===== src/rtl/sport_pkg.sv =====
package sport_pkg;

   localparam int BUS_W = 8;

   typedef enum logic [2:0] {
      RA_FMT  = 3'd0,
      RA_RATE = 3'd1,
      RA_CTRL = 3'd2,
      RA_TXD  = 3'd3,
      RA_STAT = 3'd4,
      RA_RXD  = 3'd5
   } sport_addr_e;

   typedef struct packed {
      logic       tie;
      logic       rie;
      logic       txe;
      logic       rxe;
      logic       mpie;
      logic       teie;
      logic [1:0] cks;
   } sport_ctrl_t;

   // bit position of the transmit enable inside a control write
   localparam int CB_TXE = 5;

   // clearable flag indices; status bit = index + FLAG_LSB
   localparam int NFLAG    = 5;
   localparam int FLAG_LSB = 3;
   localparam int F_PER    = 0;
   localparam int F_FER    = 1;
   localparam int F_ORE    = 2;
   localparam int F_RDRF   = 3;
   localparam int F_TDRE   = 4;

   localparam logic [1:0] CKS_INT     = 2'b00;
   localparam logic [1:0] CKS_INT_OUT = 2'b01;

endpackage


===== src/rtl/sport_cfg_regs.sv =====
module sport_cfg_regs
   import sport_pkg::*;
#(
   parameter int          RATE_W   = 8,
   parameter logic [RATE_W-1:0] RATE_RST = '1
) (
   input  logic              clk,
   input  logic              rst_n,
   input  logic              wr_fmt,
   input  logic              wr_rate,
   input  logic              wr_ctrl,
   input  logic [BUS_W-1:0]  wdata,
   output sport_ctrl_t       ctrl,
   output logic [BUS_W-1:0]  fmt,
   output logic [RATE_W-1:0] rate,
   output logic              te_clr
);

   sport_ctrl_t       ctrl_q;
   logic [BUS_W-1:0]  fmt_q;
   logic [RATE_W-1:0] rate_q;
   logic              locked;
   logic [1:0]        cks_n;

   assign locked = ctrl_q.txe | ctrl_q.rxe;
   assign cks_n  = locked ? ctrl_q.cks : wdata[1:0];
   assign te_clr = wr_ctrl & ~wdata[CB_TXE];

   always_ff @(posedge clk or negedge rst_n) begin
      if (!rst_n) begin
         ctrl_q <= '0;
         fmt_q  <= '0;
         rate_q <= RATE_RST;
      end else begin
         if (wr_ctrl) ctrl_q <= sport_ctrl_t'({wdata[BUS_W-1:2], cks_n});
         if (wr_fmt && !locked) fmt_q <= wdata;
         if (wr_rate) rate_q <= wdata[RATE_W-1:0];
      end
   end

   assign ctrl = ctrl_q;
   assign fmt  = fmt_q;
   assign rate = rate_q;


   cks_lock_chk: assert property (@(posedge clk) disable iff (!rst_n)
      (wr_ctrl && (ctrl_q.txe || ctrl_q.rxe)) |=> $stable(ctrl_q.cks));


   fmt_lock_chk: assert property (@(posedge clk) disable iff (!rst_n)
      (ctrl_q.txe || ctrl_q.rxe) |=> $stable(fmt_q));

endmodule


===== src/rtl/sport_flags.sv =====
module sport_flags
   import sport_pkg::*;
#(
   parameter int DATA_W = 8
) (
   input  logic              clk,
   input  logic              rst_n,
   input  logic              te_clr,
   input  logic              wr_tdr,
   input  logic              rd_stat,
   input  logic              wr_stat,
   input  logic [BUS_W-1:0]  wdata,
   input  logic              tx_ack,
   input  logic              tx_idle,
   input  logic              rx_en,
   input  logic              rx_done,
   input  logic [DATA_W-1:0] rx_data,
   input  logic              rx_par_err,
   input  logic              rx_frm_err,
   output logic [DATA_W-1:0] tdr,
   output logic              tx_load,
   output logic [DATA_W-1:0] rdr,
   output logic [BUS_W-1:0]  stat
);

   logic [NFLAG-1:0]  flg_q;
   logic [NFLAG-1:0]  set_v;
   logic [NFLAG-1:0]  kill_v;
   logic [NFLAG-1:0]  clr_v;
   logic [DATA_W-1:0] tdr_q;
   logic [DATA_W-1:0] rdr_q;
   logic              load_q;
   logic              rx_acc;
   logic              ovr;
   logic              take;
   logic              tend;

   assign rx_acc = rx_done & rx_en;
   assign ovr    = rx_acc & flg_q[F_RDRF];
   assign take   = rx_acc & ~flg_q[F_RDRF];

   always_comb begin
      set_v          = '0;
      kill_v         = '0;
      set_v[F_TDRE]  = te_clr | (tx_ack & ~wr_tdr);
      kill_v[F_TDRE] = wr_tdr;
      set_v[F_RDRF]  = take;
      set_v[F_ORE]   = ovr;
      set_v[F_FER]   = take & rx_frm_err;
      set_v[F_PER]   = take & rx_par_err;
   end

   assign clr_v = {NFLAG{wr_stat}} & ~wdata[FLAG_LSB +: NFLAG];

   // one flag cell per status bit: armed by a read that sees it set
   for (genvar i = 0; i < NFLAG; i++) begin : g_flag
      logic f_q;
      logic a_q;
      always_ff @(posedge clk or negedge rst_n) begin
         if (!rst_n) begin
            f_q <= 1'(i == F_TDRE);
            a_q <= 1'b0;
         end else begin
            f_q <= set_v[i] | (f_q & ~(clr_v[i] & a_q) & ~kill_v[i]);
            if (wr_stat)      a_q <= 1'b0;
            else if (rd_stat) a_q <= f_q;
         end
      end
      assign flg_q[i] = f_q;
   end

   always_ff @(posedge clk or negedge rst_n) begin
      if (!rst_n) begin
         tdr_q  <= '0;
         rdr_q  <= '0;
         load_q <= 1'b0;
      end else begin
         if (wr_tdr) tdr_q <= wdata[DATA_W-1:0];
         if (take)   rdr_q <= rx_data;
         if (te_clr)      load_q <= 1'b0;
         else if (wr_tdr) load_q <= 1'b1;
         else if (tx_ack) load_q <= 1'b0;
      end
   end

   assign tend    = flg_q[F_TDRE] & tx_idle;
   assign stat    = {flg_q, tend, 2'b00};
   assign tdr     = tdr_q;
   assign rdr     = rdr_q;
   assign tx_load = load_q;


   tdre_force_chk: assert property (@(posedge clk) disable iff (!rst_n)
      te_clr |=> (flg_q[F_TDRE] && !load_q));


   ack_sets_chk: assert property (@(posedge clk) disable iff (!rst_n)
      (tx_ack && !wr_tdr) |=> (flg_q[F_TDRE] && !load_q));


   overrun_chk: assert property (@(posedge clk) disable iff (!rst_n)
      (rx_acc && flg_q[F_RDRF]) |=> (flg_q[F_ORE] && $stable(rdr_q)));


   wr_one_chk: assert property (@(posedge clk) disable iff (!rst_n)
      (wr_stat && (&wdata[FLAG_LSB +: NFLAG])) |=> ((~flg_q & $past(flg_q)) == '0));

endmodule


===== src/rtl/sport_pinmux.sv =====
module sport_pinmux
   import sport_pkg::*;
#(
   parameter bit EXT_CLK_EN = 1'b1,
   parameter bit RX_IDLE    = 1'b1
) (
   input  logic [1:0] cks,
   input  logic       txe,
   input  logic       rxe,
   input  logic       int_bitclk,
   input  logic       sck_in,
   input  logic       ser_txd,
   input  logic       gp_txd,
   input  logic       rxd_pin,
   output logic       sck_out,
   output logic       sck_oe,
   output logic       bit_clk,
   output logic       div_en,
   output logic       txd_pin,
   output logic       txd_serial,
   output logic       ser_rxd,
   output logic       gp_rxd,
   output logic       rxd_serial
);

   logic use_ext;

   if (EXT_CLK_EN) begin : g_ext
      assign use_ext = cks[1];
      assign bit_clk = use_ext ? sck_in : int_bitclk;
   end else begin : g_noext
      logic unused_ok;
      assign unused_ok = &{1'b0, sck_in};
      assign use_ext   = 1'b0;
      assign bit_clk   = int_bitclk;
   end

   assign sck_oe     = (cks == CKS_INT_OUT);
   assign sck_out    = sck_oe & int_bitclk;
   assign div_en     = ~use_ext;

   assign txd_serial = txe;
   assign txd_pin    = txe ? ser_txd : gp_txd;
   assign rxd_serial = rxe;
   assign ser_rxd    = rxe ? rxd_pin : RX_IDLE;
   assign gp_rxd     = rxd_pin;

endmodule


===== src/rtl/sport_ctl.sv =====
module sport_ctl
   import sport_pkg::*;
#(
   parameter int DATA_W     = 8,
   parameter int RATE_W     = 8,
   parameter logic [RATE_W-1:0] RATE_RST = '1,
   parameter bit EXT_CLK_EN = 1'b1
) (
   input  logic              clk,
   input  logic              rst_n,
   input  logic              cpu_sel,
   input  logic              cpu_wr,
   input  logic              cpu_rd,
   input  logic [2:0]        cpu_addr,
   input  logic [7:0]        cpu_wdata,
   output logic [7:0]        cpu_rdata,
   output logic [DATA_W-1:0] tx_data,
   output logic              tx_load,
   input  logic              tx_ack,
   input  logic              tx_idle,
   input  logic              rx_done,
   input  logic [DATA_W-1:0] rx_data,
   input  logic              rx_par_err,
   input  logic              rx_frm_err,
   output logic [7:0]        fmt,
   output logic              mp_en,
   input  logic              int_bitclk,
   input  logic              sck_in,
   output logic              sck_out,
   output logic              sck_oe,
   output logic              bit_clk,
   output logic [RATE_W-1:0] div_rate,
   output logic              div_en,
   input  logic              ser_txd,
   input  logic              gp_txd,
   output logic              txd_pin,
   output logic              txd_serial,
   input  logic              rxd_pin,
   output logic              ser_rxd,
   output logic              gp_rxd,
   output logic              rxd_serial,
   output logic              irq_rxi,
   output logic              irq_eri,
   output logic              irq_txi,
   output logic              irq_tei
);

   if (DATA_W < 5 || DATA_W > BUS_W) begin : g_bad_data
      $error("sport_ctl: DATA_W must lie in 5..8");
   end
   if (RATE_W < 1 || RATE_W > BUS_W) begin : g_bad_rate
      $error("sport_ctl: RATE_W must lie in 1..8");
   end

   sport_ctrl_t       ctrl;
   logic [RATE_W-1:0] rate;
   logic [DATA_W-1:0] tdr;
   logic [DATA_W-1:0] rdr;
   logic [BUS_W-1:0]  stat;
   logic              te_clr;
   logic              wr_en;
   logic              rd_en;
   logic              wr_fmt, wr_rate, wr_ctrl, wr_tdr, wr_stat, rd_stat;

   assign wr_en   = cpu_sel & cpu_wr;
   assign rd_en   = cpu_sel & cpu_rd;
   assign wr_fmt  = wr_en & (cpu_addr == RA_FMT);
   assign wr_rate = wr_en & (cpu_addr == RA_RATE);
   assign wr_ctrl = wr_en & (cpu_addr == RA_CTRL);
   assign wr_tdr  = wr_en & (cpu_addr == RA_TXD);
   assign wr_stat = wr_en & (cpu_addr == RA_STAT);
   assign rd_stat = rd_en & (cpu_addr == RA_STAT);

   sport_cfg_regs #(
      .RATE_W   (RATE_W),
      .RATE_RST (RATE_RST)
   ) u_cfg (
      .clk     (clk),
      .rst_n   (rst_n),
      .wr_fmt  (wr_fmt),
      .wr_rate (wr_rate),
      .wr_ctrl (wr_ctrl),
      .wdata   (cpu_wdata),
      .ctrl    (ctrl),
      .fmt     (fmt),
      .rate    (rate),
      .te_clr  (te_clr)
   );

   sport_flags #(
      .DATA_W (DATA_W)
   ) u_flags (
      .clk        (clk),
      .rst_n      (rst_n),
      .te_clr     (te_clr),
      .wr_tdr     (wr_tdr),
      .rd_stat    (rd_stat),
      .wr_stat    (wr_stat),
      .wdata      (cpu_wdata),
      .tx_ack     (tx_ack),
      .tx_idle    (tx_idle),
      .rx_en      (ctrl.rxe),
      .rx_done    (rx_done),
      .rx_data    (rx_data),
      .rx_par_err (rx_par_err),
      .rx_frm_err (rx_frm_err),
      .tdr        (tdr),
      .tx_load    (tx_load),
      .rdr        (rdr),
      .stat       (stat)
   );

   sport_pinmux #(
      .EXT_CLK_EN (EXT_CLK_EN)
   ) u_pins (
      .cks        (ctrl.cks),
      .txe        (ctrl.txe),
      .rxe        (ctrl.rxe),
      .int_bitclk (int_bitclk),
      .sck_in     (sck_in),
      .ser_txd    (ser_txd),
      .gp_txd     (gp_txd),
      .rxd_pin    (rxd_pin),
      .sck_out    (sck_out),
      .sck_oe     (sck_oe),
      .bit_clk    (bit_clk),
      .div_en     (div_en),
      .txd_pin    (txd_pin),
      .txd_serial (txd_serial),
      .ser_rxd    (ser_rxd),
      .gp_rxd     (gp_rxd),
      .rxd_serial (rxd_serial)
   );

   always_comb begin
      unique case (cpu_addr)
         RA_FMT:  cpu_rdata = fmt;
         RA_RATE: cpu_rdata = BUS_W'(rate);
         RA_CTRL: cpu_rdata = ctrl;
         RA_TXD:  cpu_rdata = BUS_W'(tdr);
         RA_STAT: cpu_rdata = stat;
         RA_RXD:  cpu_rdata = BUS_W'(rdr);
         default: cpu_rdata = '0;
      endcase
   end

   assign tx_data  = tdr;
   assign div_rate = rate;
   assign mp_en    = ctrl.mpie;

   assign irq_rxi = ctrl.rie  & stat[FLAG_LSB + F_RDRF];
   assign irq_eri = ctrl.rie  & (stat[FLAG_LSB + F_ORE] | stat[FLAG_LSB + F_FER]
                                 | stat[FLAG_LSB + F_PER]);
   assign irq_txi = ctrl.tie  & stat[FLAG_LSB + F_TDRE];
   assign irq_tei = ctrl.teie & stat[FLAG_LSB + F_TDRE] & tx_idle;


   txd_gate_chk: assert property (@(posedge clk) disable iff (!rst_n)
      (wr_ctrl && !cpu_wdata[CB_TXE]) |=> !txd_serial);

endmodule


===== config.mk =====
export PLATFORM = sky130hd
export DESIGN_NAME = sport_ctl
export DESIGN_NICKNAME = d
export VERILOG_FILES = /design/src/rtl/sport_pkg.sv /design/src/rtl/sport_cfg_regs.sv /design/src/rtl/sport_flags.sv /design/src/rtl/sport_pinmux.sv /design/src/rtl/sport_ctl.sv
export SDC_FILE = /design/constraint.sdc
export NUM_CORES = 1
export LEC_CHECK = 0
export ABC_CLOCK_PERIOD_IN_PS = 1500
export BUFFER_PORTS_ARGS = -buffer_cell sky130_fd_sc_hd__buf_2
export CORE_MARGIN = 4
export CORE_UTILIZATION = 51
export DETAILED_ROUTE_END_ITERATION = 6
export PLACE_DENSITY_LB_ADDON = 0.05
export SKIP_LAST_GASP = 1
export SLEW_MARGIN = 20
export SYNTH_ARGS = -nofsm -noshare
export SYNTH_HDL_FRONTEND = slang
export SYNTH_SLANG_ARGS = --single-unit

===== constraint.sdc =====
create_clock -name clk -period 1.5 [get_ports clk]
set_input_delay 0.225 -clock clk [delete_from_list [all_inputs] [get_ports clk]]
set_output_delay 0.225 -clock clk [all_outputs]
set_load 0.01 [all_outputs]

==> impl_metrics.yaml, run 1 <==
sta:
  setup_ws_ns: -0.170
  max_slew.worst_pin.slew_ns: 0.338
  hold_slack_ns: 0.144
  grt_setup_unrepaired: "yes"
  post-route-period-util_pct: 111
  max_freq_mhz: 599
  setup_viol: 9
  fin_skew_ns: 0.00446
  hold_viol: 0
  slew_headroom_pct: 77.2
  slew_violations: 0
  fin_crit_ns: 1.67
cells_and_area:
  design_area_um2: 3600
  num_antenna_cells: 0
  final_nets: 362
  syn_to_final_growth_pct: 38.9
  regArea_um2: 1290
  drive_above_1_share_pct: 63.5
  fillers: 364
  fin_util_pct: 74.7
  multi_input_area_um2: 1230
synth:
  syn_avg_cell_area_um2: 12.8
  synth_ff_type: "dfrtp_1"
  synth_seq_area_share_pct: 49.7
  synth_cell_types: 40
  synth_edf_count: 0
  synthCells: 202
  synthArstFlopShare_pct: 100
  yosys_warnings: 0
  synth_fp_nets: 236
  ys_ff_latch: 51
  syn_area_um2: 2590
clock_network:
  cts_buffer_depth: 2
  cts_buffers: 5
  cts_root_buffer: "clkbuf_8"
  cts_sinks: 51
  cts_tree: "yes"
  insertion_delay_ns: 0.30
  htreeDepth: 2
  cts.reportedPaths.clkPinSlew_ns: 0.09
placed_design:
  pre_cts_slack_ns: -0.137
  place_area_um2: 3290
  gp_congestion: 0.819
  port_buffers: 80
  hpwlAfterDp_mm: 4.97
detailed_routing:
  dr.first_iter.drc_count: 99
  via_per_inst: 5.45
  wl_per_cell_um: 17.5
  ant_nets: 0
  first_pass_iters: 4
  wirelength_mm: 6.91
  drc: 0
  vias: 2158
die:
  fp.coreArea_um2: 4820
  fp.dieW_um: 79.3
  rows: 25
  initial_utilization_pct: 53.8
  dieArea_um2: 6290
  die_h_um: 79.3
  ioPinCount: 81
grt:
  grt_pass1_vias: 2260
  grtUsageTotal_pct: 23.0
  grt_pass1_wl_mm: 11.1
  grt_antenna_before_repair: 0
  grt_overflow: 0
  grt_max_degree: 52
setup_path:
  cp.arrival_ns: 1.44
  path_max_fanout: 2
  end_kind: "output port"
  required_ns: 1.27
  cpPeakStageDelay_ns: 0.48
  r2r-start: "u_cfg.ctrl[4]"
  crit_start: "u_flags.rdr[5]"
  crit_chain: "mux4_2 > inv_2 > o22ai_2 > buf_2"
  cp_slowest_cell: "mux4_2"
  critPathKind: "register to output port"
  start_kind: "register"
flow_run:
  max_cap_viol_count: 0
power:
  p_per_area_nw_per_um2: 1300
  ir_drop_mv: 0.874
  p_leak_nw: 1.79
run_status:
  violations: "negative setup slack"
  status: "complete, but fails checks"
hold_path:
  hold_class: "input pin to register"
  hold_start: "rx_frm_err"
[worst paths after layout]
kind | endpoint | slack (ns) | depth (start not counted)
worst min register to register | u_flags.tx_load | 0.50 | 1
min in group asynchronous | u_flags.rdr[5] | 0.43 | 3
worst max-delay path | cpu_rdata[5] | -0.17 | 4
worst min-delay path | u_flags.g_flag[1].f_q | 0.14 | 2
max in group asynchronous | u_cfg.rate[3] | 0.76 | 3
worst max register to register | u_cfg.fmt[2] | 0.04 | 4
[cells in the mapped netlist, types with 2 or more instances]
cell,n,area (µm²)
nand4b_1,4,35.0
o22ai_1,8,50.1
o311ai_0,5,43.8
dfrtp_1,42,1050
nor3b_1,2,15.0
dfstp_2,9,236
mux4_2,5,113
buf_4,2,15.0
and2_1,5,31.3
inv_1,10,37.5
a22o_1,2,17.5
nand2b_1,3,18.8
buf_2,7,35.0
nand2_2,2,12.5
mux2i_1,6,60.1
a22oi_1,4,30.0
nor2_1,3,11.3
nor2b_1,2,12.5
nor4b_4,2,47.6
mux2_2,43,484
nand2_1,17,63.8
[per-stage QoR]
stage          power [mW]  cells  setup TNS, ns
2_1_floorplan        2.86    202              0
3_3_place_gp         3.46    370          -2.59
3_5_place_dp         3.50    370          -3.14
4_1_cts              4.62    394          -1.30
5_1_grt              4.95    396          -1.65
6_report             4.67    396          -1.14
[worst max-delay path, delay by kind of cell, from the launching register on]
family,cells,cell delay (ns)
flip-flops,1,0.40
multiplexers,1,0.48
buffers and inverters,2,0.22
AO/OA/AOI/OAI,1,0.06
[placed cells by master (no fill, tap or decap), types with 4 or more instances in the layout]
master	synthesis	routed
clkbuf_8	0	5
dfrtp_1	42	42
inv_1	10	8
mux4_2	5	5
mux2i_1	6	6
nand4b_1	4	4
dfstp_2	9	9
buf_4	2	44
buf_2	7	77
and2_1	5	5
buf_6	1	5
o22ai_1	8	7
nand2_1	17	17
o311ai_0	5	5
mux2_2	43	41
[power breakdown]
part / switching (mW) / total, mW / internal (mW)
logic: 0.691 / 1.64 / 0.950
registers: 0.275 / 2.07 / 1.79
clock network: 0.469 / 0.966 / 0.497
total: 1.44 / 4.67 / 3.24
[sequential cells by signal, indices dropped and copies added (netlist names)]
name                cells
u_cfg.fmt               8
u_cfg.rate              8
u_flags.g_flag.a_q      5
u_flags.tx_load         1
u_flags.rdr             8
u_cfg.ctrl              8
u_flags.g_flag.f_q      5
u_flags.tdr             8
[metal layers]
metal,track usage [%],vias to the layer above,part of all wire [%]
li1,-,1006,-
met1,32.2,1082,45
met2,37.6,68,48
met3,4.54,2,6.4
met4,4.12,0,0.27
met5,0,-,0
[cells by family after synthesis]
family	synth area share, %
flip-flops	49.7
AND/OR/NAND/NOR	12.2
multiplexers	25.8
AO/OA/AOI/OAI	8.35
buffers and inverters	3.96
[area by class of cell]
class                   count  area share [%]
clock buffers               5            1.91
inverters                  10            1.04
multi-input cells         130            34.3
flip-flops and latches     51            35.8
well taps                  67            2.33
repair buffers            130            23.4
clock inverters             3            1.22
[repair_timing]
| action | 4_1_cts | 5_1_grt |
|---|---|---|
| hold endpoints to repair | 42 | 0 |
| setup buffers | 15 | 2 |
| hold buffers | 1 | 0 |
| setup endpoints to repair | 8 | 21 |
| pin swaps | 2 | 3 |
| gates resized for setup | 2 | 14 |
(Power assumes the default switching activity.)
==> run 2: changes to the inputs <==
--- a/config.mk
+++ b/config.mk
@@ -10,6 +10,7 @@
 export CORE_MARGIN = 4
 export CORE_UTILIZATION = 51
 export DETAILED_ROUTE_END_ITERATION = 6
+export GPL_TIMING_DRIVEN = 0
 export PLACE_DENSITY_LB_ADDON = 0.05
 export SKIP_LAST_GASP = 1
 export SLEW_MARGIN = 20
==> run 2 against run 1 <==
  * The flow still finishes with violations (negative setup slack)
  * Clock power down 0.7%
  * First-iteration DRC count fell by 29%
  * Register-to-register slack hardly changed
  * Clock skew increased by 0.0028 ns
  * Flip-flop and latch count unchanged
  * Utilization is 4.0 points lower
  * Design area down 5.4%
  * Cell count decreased by 6.6%
  * Worst setup slack got worse by 0.026 ns
  * Die area unchanged
  * Combinational power shrank 7%
  * Critical path type unchanged
  * Largest cell class unchanged
  * Largest power group unchanged
==> impl_metrics.yaml, run 2 (synthesized netlist as in run 1, its figures left out) <==
placed_design:
  gp_congestion: 0.790
  pre_cts_slack_ns: -0.243
  port_buffers: 79
  hpwlAfterDp_mm: 4.64
power:
  p_per_area_nw_per_um2: 1340
  p_leak_nw: 1.65
  ir_drop_mv: 0.721
  power_mw: 4.55
cells_and_area:
  syn_to_final_growth_pct: 31.4
  drive_above_1_share_pct: 63.0
  layout_commonest_cell: "buf_2"
  fin_util_pct: 70.7
  final_nets: 336
  num_antenna_cells: 0
  final_cell_mix: "buf_2 (77), mux2_2 (41), dfrtp_1 (40), buf_4 (18), nand2_1 (17)"
run_status:
  status: "complete, but fails checks"
  violations: "negative setup slack"
sta:
  slew_violations: 0
  setup_ws_ns: -0.196
  slew_headroom_pct: 52.4
  grt_setup_unrepaired: "yes"
  post-route-period-util_pct: 113
  hold_viol: 0
  fin_skew_ns: 0.00726
  hold_slack_ns: 0.132
  max_freq_mhz: 590
  setup_viol: 8
  fin_crit_ns: 1.70
  max_slew.worst_pin.slew_ns: 0.713
setup_path:
  cpPeakStageDelay_ns: 0.45
  start_kind: "register"
  cp.arrival_ns: 1.47
  critPathKind: "register to output port"
  worst-path-buf-inv: 2
  path_max_fanout: 2
  cpLargestDelayFamily: "multiplexers"
  required_ns: 1.27
  cp_slowest_cell: "mux4_2"
  end_kind: "output port"
  crit_chain: "mux4_2 > inv_1 > o22ai_1 > buf_2"
grt:
  grtUsageTotal_pct: 22.5
  grt_pass1_wl_mm: 10.5
  grt_overflow: 0
  grt_max_degree: 52
  grt_pass1_vias: 2047
  grt_antenna_before_repair: 0
detailed_routing:
  ant_nets: 0
  wl_per_cell_um: 18.2
  first_pass_iters: 4
  vias: 2067
  dr.first_iter.drc_count: 70
  wirelength_mm: 6.73
  via_per_inst: 5.59
  drc: 0
flow_run:
  max_cap_viol_count: 0
die:
  dieArea_um2: 6290
  die_h_um: 79.3
  initial_utilization_pct: 53.8
  fp.dieW_um: 79.3
  ioPinCount: 81
  fp.coreArea_um2: 4820
  rows: 25
hold_path:
  hold_class: "input pin to register"
clock_network:
  cts_sinks: 51
  htreeDepth: 2
  cts_tree: "yes"
  cts_buffers: 5
  cts_buffer_depth: 2
  cts.reportedPaths.clkPinSlew_ns: 0.09
  insertion_delay_ns: 0.31
  cts_root_buffer: "clkbuf_8"
run 2: cell count changes in the layout (fill, tap and decap cells not counted), moves of 2 or more:
| cell | delta |
|---|---|
| inv_1 | -2 |
| dfrtp_2 | +2 |
| buf_4 | -26 |
| o22ai_2 | +2 |
| dfrtp_1 | -2 |
| o22ai_1 | -2 |
| buf_12 | -2 |
| inv_2 | +2 |
run 2: repair_timing:
| action | in CTS | in global routing |
|---|---|---|
| endpoints found under the setup margin | 15 | 22 |
| hold buffers | 1 | 0 |
| resized for setup | 13 | 20 |
| setup buffers | 10 | 3 |
| pin swaps | 2 | 4 |
| hold endpoints to repair | 42 | 0 |
run 2: path summary, 6_finish.rpt:
path	cells after the start	end	slack (ns)	start
worst min-delay path	2	u_flags.g_flag[0].f_q	0.13	rx_par_err
worst max register to register	4	u_cfg.fmt[2]	0.04	u_cfg.ctrl[4]
min in group asynchronous	2	u_flags.tdr[5]	0.48	rst_n
worst min register to register	1	u_flags.tx_load	0.50	u_flags.tx_load
max in group asynchronous	2	u_cfg.ctrl[4]	0.56	rst_n
worst max-delay path	4	cpu_rdata[4]	-0.20	u_cfg.ctrl[4]
run 2: stage by stage:
stage	cell area [µm²]	setup TNS, ns	cells
global placement	3070	-5.12	348
finish	3400	-1.19	370
global route	3400	-1.73	370
detailed placement	3080	-5.51	348
CTS	3310	-1.41	367
floorplan	2590	0	202
run 2: metal layers:
metal / part of all wire [%] / global-route usage, % / wire length, µm / up-vias
met1: 44 / 29.9 / 2980 / 1032
met3: 5.9 / 5.33 / 398 / 7
met5: 0 / 0 / 0 / -
li1: - / - / - / 953
met4: 1.3 / 6.70 / 87 / 0
met2: 48 / 36.5 / 3260 / 75
run 2: cell type report:
cell class | instances | area [µm²]
clock buffer | 5 | 68.8
multi-input combinational | 130 | 1260
buffer | 11 | 95.1
inverter | 10 | 37.5
tap | 67 | 83.8
clock inverter | 3 | 43.8
timing repair buffer | 93 | 523
fill | 390 | 1410
sequential | 51 | 1290
run 2: power breakdown:
group / switching, mW / total (mW) / internal (mW)
combinational: 0.664 / 1.53 / 0.862
clock: 0.462 / 0.959 / 0.497
sequential: 0.273 / 2.07 / 1.79
total: 1.40 / 4.55 / 3.15
